--- src/rtl/wsa_pkg.sv ---
package wsa_pkg;
  typedef enum logic [1:0] {
    B_PLAIN = 2'd0,
    B_INV   = 2'd1,
    B_ZERO  = 2'd2
  } bmode_e;
endpackage

--- src/rtl/wsa_seq.sv ---
module wsa_seq #(
  parameter int E  = 4,
  parameter int CW = 3
) (
  input  logic          clk_i,
  input  logic          rst_ni,
  input  logic          start_i,
  input  logic          sub_i,
  output logic          accept_o,
  output logic          busy_o,
  output logic          sub_mode_o,
  output logic [1:0]    pass_o,
  output logic [CW-1:0] cnt_o,
  output logic          word_vld_o,
  output logic          first_word_o,
  output logic          last_word_o,
  output logic          pass_end_o,
  output logic          done_o
);
  logic          busy_q, sub_q;
  logic [1:0]    pass_q, last_pass;
  logic [CW-1:0] cnt_q;

  assign last_pass    = sub_q ? 2'd1 : 2'd2;
  assign accept_o     = start_i && !busy_q;
  assign busy_o       = busy_q;
  assign sub_mode_o   = sub_q;
  assign pass_o       = pass_q;
  assign cnt_o        = cnt_q;
  assign word_vld_o   = busy_q && (cnt_q < CW'(E));
  assign first_word_o = busy_q && (cnt_q == '0);
  assign last_word_o  = busy_q && (cnt_q == CW'(E-1));
  assign pass_end_o   = busy_q && (cnt_q == CW'(E));
  assign done_o       = pass_end_o && (pass_q == last_pass);

  always_ff @(posedge clk_i or negedge rst_ni) begin
    if (!rst_ni) begin
      busy_q <= 1'b0;
      sub_q  <= 1'b0;
      pass_q <= 2'd0;
      cnt_q  <= '0;
    end else if (!busy_q) begin
      if (start_i) begin
        busy_q <= 1'b1;
        sub_q  <= sub_i;
        pass_q <= 2'd0;
        cnt_q  <= '0;
      end
    end else if (cnt_q == CW'(E)) begin
      cnt_q <= '0;
      if (pass_q == last_pass) busy_q <= 1'b0;
      else                     pass_q <= pass_q + 2'd1;
    end else begin
      cnt_q <= cnt_q + 1'b1;
    end
  end
endmodule

--- src/rtl/wsa_word_adder.sv ---
module wsa_word_adder
  import wsa_pkg::*;
#(
  parameter int W = 8
) (
  input  logic         clk_i,
  input  logic         rst_ni,
  input  logic [W-1:0] a_i,
  input  logic [W-1:0] b_i,
  input  bmode_e       bmode_i,
  input  logic         cin_init_i,
  input  logic         first_i,
  input  logic         step_i,
  input  logic         clr_i,
  output logic [W-1:0] sum_o,
  output logic         cout_o
);
  logic         carry_q, c_in;
  logic [W-1:0] b_eff;
  logic [W:0]   full;

  always_comb begin
    unique case (bmode_i)
      B_INV:   b_eff = ~b_i;
      B_ZERO:  b_eff = '0;
      default: b_eff = b_i;
    endcase
  end

  // first word of a pass takes the pass carry-in, later words the chained carry
  assign c_in   = first_i ? cin_init_i : carry_q;
  assign full   = {1'b0, a_i} + {1'b0, b_eff} + {{W{1'b0}}, c_in};
  assign sum_o  = full[W-1:0];
  assign cout_o = full[W];

  always_ff @(posedge clk_i or negedge rst_ni) begin
    if (!rst_ni)     carry_q <= 1'b0;
    else if (clr_i)  carry_q <= 1'b0;
    else if (step_i) carry_q <= cout_o;
  end
endmodule

--- src/rtl/wsa_sign.sv ---
module wsa_sign (
  input  logic       clk_i,
  input  logic       rst_ni,
  input  logic       sub_mode_i,
  input  logic [1:0] pass_i,
  input  logic       last_word_i,
  input  logic       cout_i,
  output logic       corr_o
);
  logic ovf_q, corr_q;

  assign corr_o = corr_q;

  always_ff @(posedge clk_i or negedge rst_ni) begin
    if (!rst_ni) begin
      ovf_q  <= 1'b0;
      corr_q <= 1'b0;
    end else if (last_word_i) begin
      if (sub_mode_i) begin
        // no carry out of x + ~y + 1 means x < y
        if (pass_i == 2'd0) corr_q <= !cout_i;
      end else begin
        if (pass_i == 2'd0) ovf_q  <= cout_i;
        // sum - 2N non-negative: sum overflowed, or no borrow in the trial pass
        if (pass_i == 2'd1) corr_q <= ovf_q | cout_i;
      end
    end
  end
endmodule

--- src/rtl/wsa_modadd.sv ---
module wsa_modadd
  import wsa_pkg::*;
#(
  parameter int N_BITS   = 31,
  parameter int W_BITS   = 8,
  parameter int NUM_REGS = 8,
  localparam int E       = (N_BITS + 1 + W_BITS - 1) / W_BITS,
  localparam int CW      = $clog2(E + 1),
  localparam int RAW     = $clog2(NUM_REGS)
) (
  input  logic              clk_i,
  input  logic              rst_ni,
  input  logic              start_i,
  input  logic              sub_i,
  input  logic [RAW-1:0]    x_sel_i,
  input  logic [RAW-1:0]    y_sel_i,
  input  logic [RAW-1:0]    z_sel_i,
  input  logic [RAW-1:0]    t_sel_i,
  input  logic [RAW-1:0]    m_sel_i,
  output logic              busy_o,
  output logic              done_o,
  output logic [CW-1:0]     word_o,
  output logic [RAW-1:0]    rd_a_sel_o,
  output logic [RAW-1:0]    rd_b_sel_o,
  input  logic [W_BITS-1:0] rd_a_i,
  input  logic [W_BITS-1:0] rd_b_i,
  output logic              wr_z_en_o,
  output logic [RAW-1:0]    wr_z_sel_o,
  output logic              wr_t_en_o,
  output logic [RAW-1:0]    wr_t_sel_o,
  output logic [W_BITS-1:0] wr_data_o
);
  logic           accept, busy, sub_mode, word_vld, first_word, last_word, pass_end;
  logic [1:0]     pass;
  logic [CW-1:0]  cnt;
  logic           corr, cout, cin_init, wz, wt;
  bmode_e         bmode;
  logic [RAW-1:0] x_q, y_q, z_q, t_q, m_q;

  wsa_seq #(.E(E), .CW(CW)) u_seq (
    .clk_i       (clk_i),
    .rst_ni      (rst_ni),
    .start_i     (start_i),
    .sub_i       (sub_i),
    .accept_o    (accept),
    .busy_o      (busy),
    .sub_mode_o  (sub_mode),
    .pass_o      (pass),
    .cnt_o       (cnt),
    .word_vld_o  (word_vld),
    .first_word_o(first_word),
    .last_word_o (last_word),
    .pass_end_o  (pass_end),
    .done_o      (done_o)
  );

  always_ff @(posedge clk_i or negedge rst_ni) begin
    if (!rst_ni) begin
      x_q <= '0; y_q <= '0; z_q <= '0; t_q <= '0; m_q <= '0;
    end else if (accept) begin
      x_q <= x_sel_i; y_q <= y_sel_i; z_q <= z_sel_i;
      t_q <= t_sel_i; m_q <= m_sel_i;
    end
  end

  // pass routing: operand sources, b-operand treatment, carry-in, targets
  always_comb begin
    rd_a_sel_o = x_q;
    rd_b_sel_o = y_q;
    bmode      = B_PLAIN;
    cin_init   = 1'b0;
    wz         = 1'b0;
    wt         = 1'b0;
    unique case ({sub_mode, pass})
      3'b0_00: begin wz = 1'b1; end
      3'b0_01: begin
        rd_a_sel_o = z_q; rd_b_sel_o = m_q;
        bmode = B_INV; cin_init = 1'b1; wt = 1'b1;
      end
      3'b0_10: begin
        rd_a_sel_o = corr ? t_q : z_q; rd_b_sel_o = m_q;
        bmode = B_ZERO; wz = 1'b1;
      end
      3'b1_00: begin
        bmode = B_INV; cin_init = 1'b1; wz = 1'b1; wt = 1'b1;
      end
      3'b1_01: begin
        rd_a_sel_o = t_q; rd_b_sel_o = m_q;
        bmode = corr ? B_PLAIN : B_ZERO; wz = 1'b1;
      end
      default: ;
    endcase
  end

  wsa_word_adder #(.W(W_BITS)) u_add (
    .clk_i     (clk_i),
    .rst_ni    (rst_ni),
    .a_i       (rd_a_i),
    .b_i       (rd_b_i),
    .bmode_i   (bmode),
    .cin_init_i(cin_init),
    .first_i   (first_word),
    .step_i    (word_vld),
    .clr_i     (pass_end),
    .sum_o     (wr_data_o),
    .cout_o    (cout)
  );

  wsa_sign u_sign (
    .clk_i      (clk_i),
    .rst_ni     (rst_ni),
    .sub_mode_i (sub_mode),
    .pass_i     (pass),
    .last_word_i(last_word),
    .cout_i     (cout),
    .corr_o     (corr)
  );

  assign busy_o     = busy;
  assign word_o     = cnt;
  assign wr_z_en_o  = word_vld && wz;
  assign wr_t_en_o  = word_vld && wt;
  assign wr_z_sel_o = z_q;
  assign wr_t_sel_o = t_q;
endmodule

--- config.mk ---
export PLATFORM = sky130hd
export DESIGN_NAME = wsa_modadd
export DESIGN_NICKNAME = d
export VERILOG_FILES = /design/src/rtl/wsa_pkg.sv /design/src/rtl/wsa_seq.sv /design/src/rtl/wsa_word_adder.sv /design/src/rtl/wsa_sign.sv /design/src/rtl/wsa_modadd.sv
export SDC_FILE = /design/constraint.sdc
export NUM_CORES = 1
export LEC_CHECK = 0
export BUFFER_PORTS_ARGS = -buffer_cell sky130_fd_sc_hd__buf_4
export CAP_MARGIN = 0
export CORE_ASPECT_RATIO = 1.5
export CORE_MARGIN = 1.5
export CORE_UTILIZATION = 35
export CTS_CLUSTER_DIAMETER = 120
export DETAILED_ROUTE_END_ITERATION = 16
export GPL_ROUTABILITY_DRIVEN = 0
export PLACE_DENSITY = 0.64
export REMOVE_ABC_BUFFERS = 1
export SLEW_MARGIN = 0
export SYNTH_ARGS = -nofsm -noshare
export SYNTH_HDL_FRONTEND = slang
export SYNTH_HIERARCHICAL = 1
export SYNTH_SLANG_ARGS = --single-unit
--- constraint.sdc ---
create_clock -name clk_i -period 10.8 [get_ports clk_i]
set_input_delay 1.62 -clock clk_i [delete_from_list [all_inputs] [get_ports clk_i]]
set_output_delay 1.62 -clock clk_i [all_outputs]
set_load 0.05 [all_outputs]
Word-level counts from Yosys, hierarchy flattened --
Cells that the tools add are included. Widths: inputs -> output; s select.
Operators by class: eq/ne operators 13, bitwise logic cells 4, $add $sub $neg 4, $mul 0, shift operators 0, muxes and demuxes 26, divide/modulo/power cells 0, reductions and logical operators 23, magnitude comparators 1
Operator list (count):
- $pmux 8 s2 | 1
- $mux 3 | 5
- $mux 1 | 12
- $mux 2 | 6
- $add 8x8->9 | 1
- $add 9x1->9 | 1
- $eq 3x3->1 const B | 3
- $pmux 3 s3 | 1
- $reduce_and 3->1 | 3
- $logic_and 1x1->1 | 8
- $not 8->8 | 1
- $eq 3x2->1 const B | 2
- $logic_not 3->1 | 2
- $pmux 2 s3 | 1
- $reduce_bool 2->1 | 3
- $eq 2x1->1 const B | 2
- $ne 2x2->1 const B | 2
- $reduce_or 4->1 | 1
- $add 3x1->3 const B | 1
- $eq 3x1->1 const B | 1
- $lt 3x3->1 const B | 1
- $reduce_or 3->1 | 1
- $add 2x1->2 const B | 1
- $eq 2x2->1 | 1
- other kinds (8) | 10
Storage, ports and cells: memory bits (writable) 0, bits in registers 25, memories 0, bits in read-only memories 0, bits in latches 0, output and inout port bits 27

Longest topological paths before layout --
depth after elaboration 10, depth in mapped cells 19

Cells and area by module --
Netlist, hierarchy kept.
Modules (own cells, without submodules):
- wsa_modadd | cells each 62, seq. area each 375.4 um^2, instances 1, area each 790.8 um^2
- wsa_word_adder | cells each 63, seq. area each 25.0 um^2, instances 1, area each 469.2 um^2
- wsa_seq | cells each 42, seq. area each 175.2 um^2, instances 1, area each 402.9 um^2
- wsa_sign | cells each 12, seq. area each 50.0 um^2, instances 1, area each 125.1 um^2

Worst setup path before layout --
OpenSTA, ideal clock, no wires.
path type reg-to-output, from register u_seq.sub_q, in the netlist u_seq/sub_mode_o, to output wr_data_o[6], cell stages (with the launch flop) 16, required time 9.180 ns, slack 5.339 ns, arrival 3.841 ns, path through dfrtp_1 buf_6 nor3b_4 a31o_2 inv_1 ha_1 clkbuf_1 nand2b_1 o21ai_1 fa_1 inv_1 fa_1 and2b_1 o21ai_1 a32oi_2 xor2_1
Between the ends: longest elaborated chain between the ends 7, elaborated cells on any way between the ends 13, classes of those cells add/sub (2); eq/ne (6); mux (4); reduce/logical (1)
Ends and longest elaborated chain:
- start, declared | RTL line wsa_seq.sv:20 | logic busy_q, sub_q;
- start signal, assigned | RTL line wsa_seq.sv:45 | sub_q <= sub_i;
- $eq 3x3->1 or $eq 3x1->1 (tied branches) | RTL line wsa_modadd.sv:74 | unique case ({sub_mode, pass})
- $reduce_or 2->1 (no source line)
- $pmux 2 s3 * | RTL line wsa_modadd.sv:74
- via bmode[1] | RTL line wsa_modadd.sv:37 | bmode_e bmode;
- $eq 2x2->1 or $eq 2x1->1 (tied branches) | RTL line wsa_word_adder.sv:23 | unique case (bmode_i)
- $pmux 8 s2 * | RTL line wsa_word_adder.sv:23
- $add 8x8->9 * | RTL line wsa_word_adder.sv:32 | assign full = {1'b0, a_i} + {1'b0, b_eff} + {{W{1'b0}}, c_in};
- $add 9x1->9 * | RTL line wsa_word_adder.sv:32
- end, declared | RTL line wsa_modadd.sv:31 | output logic [W_BITS-1:0] wr_data_o
Mark *: on every way through the listed nets, which the timed path passes. The rest lies on a longest branch.

Final worst setup path --
from register u_seq.pass_q[0], in the netlist u_seq/pass_o[0], to output wr_data_o[6]
Between the ends: longest elaborated chain between the ends 7, elaborated cells on any way between the ends 13, classes of those cells add/sub (2); eq/ne (6); mux (4); reduce/logical (1)
Ends and longest elaborated chain:
- start, declared | RTL line wsa_seq.sv:21 | logic [1:0] pass_q, last_pass;
- start signal, assigned | RTL line wsa_seq.sv:52 | else pass_q <= pass_q + 2'd1;
- $eq 3x3->1 or $eq 3x1->1 (tied branches) | RTL line wsa_modadd.sv:74
- $reduce_or 2->1 (no source line)
- $pmux 2 s3 * | RTL line wsa_modadd.sv:74
- via bmode[1] | RTL line wsa_modadd.sv:37
- $eq 2x2->1 or $eq 2x1->1 (tied branches) | RTL line wsa_word_adder.sv:23
- $pmux 8 s2 * | RTL line wsa_word_adder.sv:23
- $add 8x8->9 * | RTL line wsa_word_adder.sv:32
- $add 9x1->9 * | RTL line wsa_word_adder.sv:32
Marked as above.

==> qor.txt <==
Final min period: 5.72 ns
Met2 Use GR: 23.6%
Relative slew slack: 57.7%
Hold Vio Cnt, Final: 0
Mapped Cells: 179
Clock skew: 0.00676 ns
DR vias: 1,491
Setup TNS: 0 ns
Critical Path RT: 9.18 ns
Nets: 288
Buffer count from post-CTS setup fixing: 0
Critical Path AT: 4.10 ns
Synth Flop Type: dfrtp_1
Die extent in x: 61.4 µm
DRT iter0 DRCs: 28
Final WL: 3720 µm
Max incr delay on CP: 0.63 ns
Share of cells above drive strength 1: 39.3%
Mapped Area: 1790 µm²
Post-CTS resize count: 0
Max Root-Sink Buffers: 2
Ordered cell list for the critical path: nor2b_1, a31o_2, inv_1, ha_1, nand2b_1, o21ai_1, fa_1, inv_1, fa_1, and2b_1, o21ai_1, a32oi_2, xor2_1, buf_4
Number of synthesized register bits: 25
Number of port buffers: 61
Busiest grt layer: met2
Mean Syn Cell Area: 9.99 µm²
H-tree depth: 1
Synth warn: 6
Remaining Overflow, GRT: 0
Clk slew on worst S/H paths: 0.08 ns
Wirelength per Cell: 12.2 µm
WS Path Type: reg2out
# diodes: 0
CTS tree: done
Area Growth Syn to Fin: 31.1%
Clk sink count: 25
CTS Buf Count: 3
Worst Path Max Fanout: 15
HPWL after DPL: 3000 µm
Row cnt: 31
Unique masters post-synth: 44
RSZ-0062 raised after global routing: false
Delay-heaviest family, CP: adder cells
Slew @ Worst Pin: 0.634 ns
Max-cap viol count: 0
FFs w/ async S/R, synth: 100%
Drt drc: 0
Worst setup EP type: primary output
Register area share after synthesis: 35.0%
Pins Over Slew Limit: 0
CP Launch Type: register
Via/cell ratio: 4.89
Status: completed
Min-delay worst type: reg2reg
Die area: 5550 µm²
Vias in the first global route: 1,453
Post-CTS Hold Buffers: 0
Final setup vio count: 0
CP max-delay cell: dfrtp_1
Worst-Skew Late Latency: 0.27 ns
CTS root buffer: clkbuf_8
GRT Total Usage: 13.7%
Ports: 62
Chip height: 90.5 µm
Drt pass-1 iters: 4
Core area: 4890 µm²
DRT antenna net count: 0
Initial Util: 36.6%
Commonest non-fill, non-tap cell in the layout: buf_4
Most frequent cells in the layout: buf_4 (62), dfrtp_1 (25), mux2_2 (22)
Ratio of final minimum period to clock period: 53.0%
Largest net degree at the start of global routing: 26
EDFF count, synth: 0
Met3 Use GR: 1.72%
Buf/Inv on CP: 3
Global-route wire length before repair: 5980 µm
Initial antenna violation count: 0
Highest clock rate: 175 MHz
Met1 Track Usage GR: 16.7%
==> metal layers <==
metal  vias up  part of all wire, %
li1        750                    -
met1       683                   44
met2        51                   48
met3         7                  6.1
met4         0                  1.8
met5         -                    0
==> through the flow <==
stage                     cells  area (µm²)  util [%]  hold slack, ns  worst slack (ns)
after floorplan             173        1750         -           0.473              5.29
after global placement      301        2300      47.1           0.485              5.45
after detailed placement    301        2300      47.1           0.494              5.35
after CTS                   305        2340      48.0           0.513              5.03
after global routing        305        2340      48.0           0.535              4.72
final                       305        2340      48.0           0.509              5.08
==> worst register-to-register path, delay by kind of cell (launching register included) <==
kind	cells	cell delay, ns
adder cells (fa/ha/maj)	3	1.01
buffers and inverters	2	0.13
AND/OR/NAND/NOR	6	1.65
AO/OA/AOI/OAI	5	0.93
flip-flops	1	0.63
==> Yosys cell counts, types with 2 or more instances <==
| master | count | area (µm²) |
|---|---|---|
| fa_1 | 2 | 40.0 |
| mux2i_1 | 5 | 50.1 |
| nand2_1 | 17 | 63.8 |
| clkbuf_1 | 2 | 7.51 |
| nor2b_1 | 5 | 31.3 |
| xnor2_1 | 4 | 35.0 |
| and2_1 | 3 | 18.8 |
| nand3b_1 | 2 | 15.0 |
| nand3_1 | 2 | 10.0 |
| nand4_1 | 2 | 12.5 |
| nor3_1 | 3 | 15.0 |
| o21ai_0 | 9 | 45.0 |
| inv_1 | 13 | 48.8 |
| o21ai_1 | 5 | 25.0 |
| xor2_1 | 3 | 26.3 |
| a21oi_1 | 5 | 25.0 |
| nand2b_1 | 5 | 31.3 |
| nor2_1 | 7 | 26.3 |
| dfrtp_1 | 25 | 626 |
| buf_2 | 2 | 10.0 |
| ha_1 | 11 | 138 |
| a221oi_1 | 2 | 17.5 |
| mux2_2 | 22 | 248 |
| o31ai_1 | 3 | 22.5 |
==> area by class of cell <==
cell class              instances  area, µm²
fillers                       508       2540
repair buffers                 62        465
flip-flops and latches         25        626
multi-input cells             135       1080
well taps                      66       82.6
clock buffers                   4       45.0
inverters                      13       48.8
==> worst paths after layout <==
check / startpoint / to / slack (ns) / cells after the start
max: u_seq/pass_o[0] / wr_data_o[6] / 5.08 / 14
min: u_sign/ovf_q / u_sign/ovf_q / 0.51 / 1
max reg2reg: u_seq/pass_o[0] / u_sign/corr_o / 6.35 / 16
min reg2reg: u_sign/ovf_q / u_sign/ovf_q / 0.51 / 1
max in group asynchronous: rst_ni / u_seq/sub_mode_o / 9.31 / 1
min in group asynchronous: rst_ni / u_add/carry_q / 1.25 / 1
==> flip-flops by register name, indices dropped and copies added (netlist names) <==
| signal | cells |
|---|---|
| m_q | 3 |
| u_add/carry_q | 1 |
| u_seq/busy_o | 1 |
| u_seq/cnt_o | 3 |
| u_seq/pass_o | 2 |
| u_seq/sub_mode_o | 1 |
| u_sign/corr_o | 1 |
| u_sign/ovf_q | 1 |
| wr_t_sel_o | 3 |
| wr_z_sel_o | 3 |
| x_q | 3 |
| y_q | 3 |
==> cell families (layout without fill, tap and decap cells) <==
kind of cell / after synthesis / in the layout / synth area share, %
AOI/OAI and AO/OA: 33 / 33 / 12.9
and+or+nand+nor: 55 / 55 / 17.4
xor gates and xnor gates: 7 / 7 / 3.43
buffers and inverters: 19 / 79 / 4.76
DFF: 25 / 25 / 35.0
adders and majority gates: 13 / 13 / 9.94
muxes: 27 / 27 / 16.7
Power is left out: the tool's default activity adds up to more than one toggle a clock period on the data nets, which glitch-free logic cannot reach.
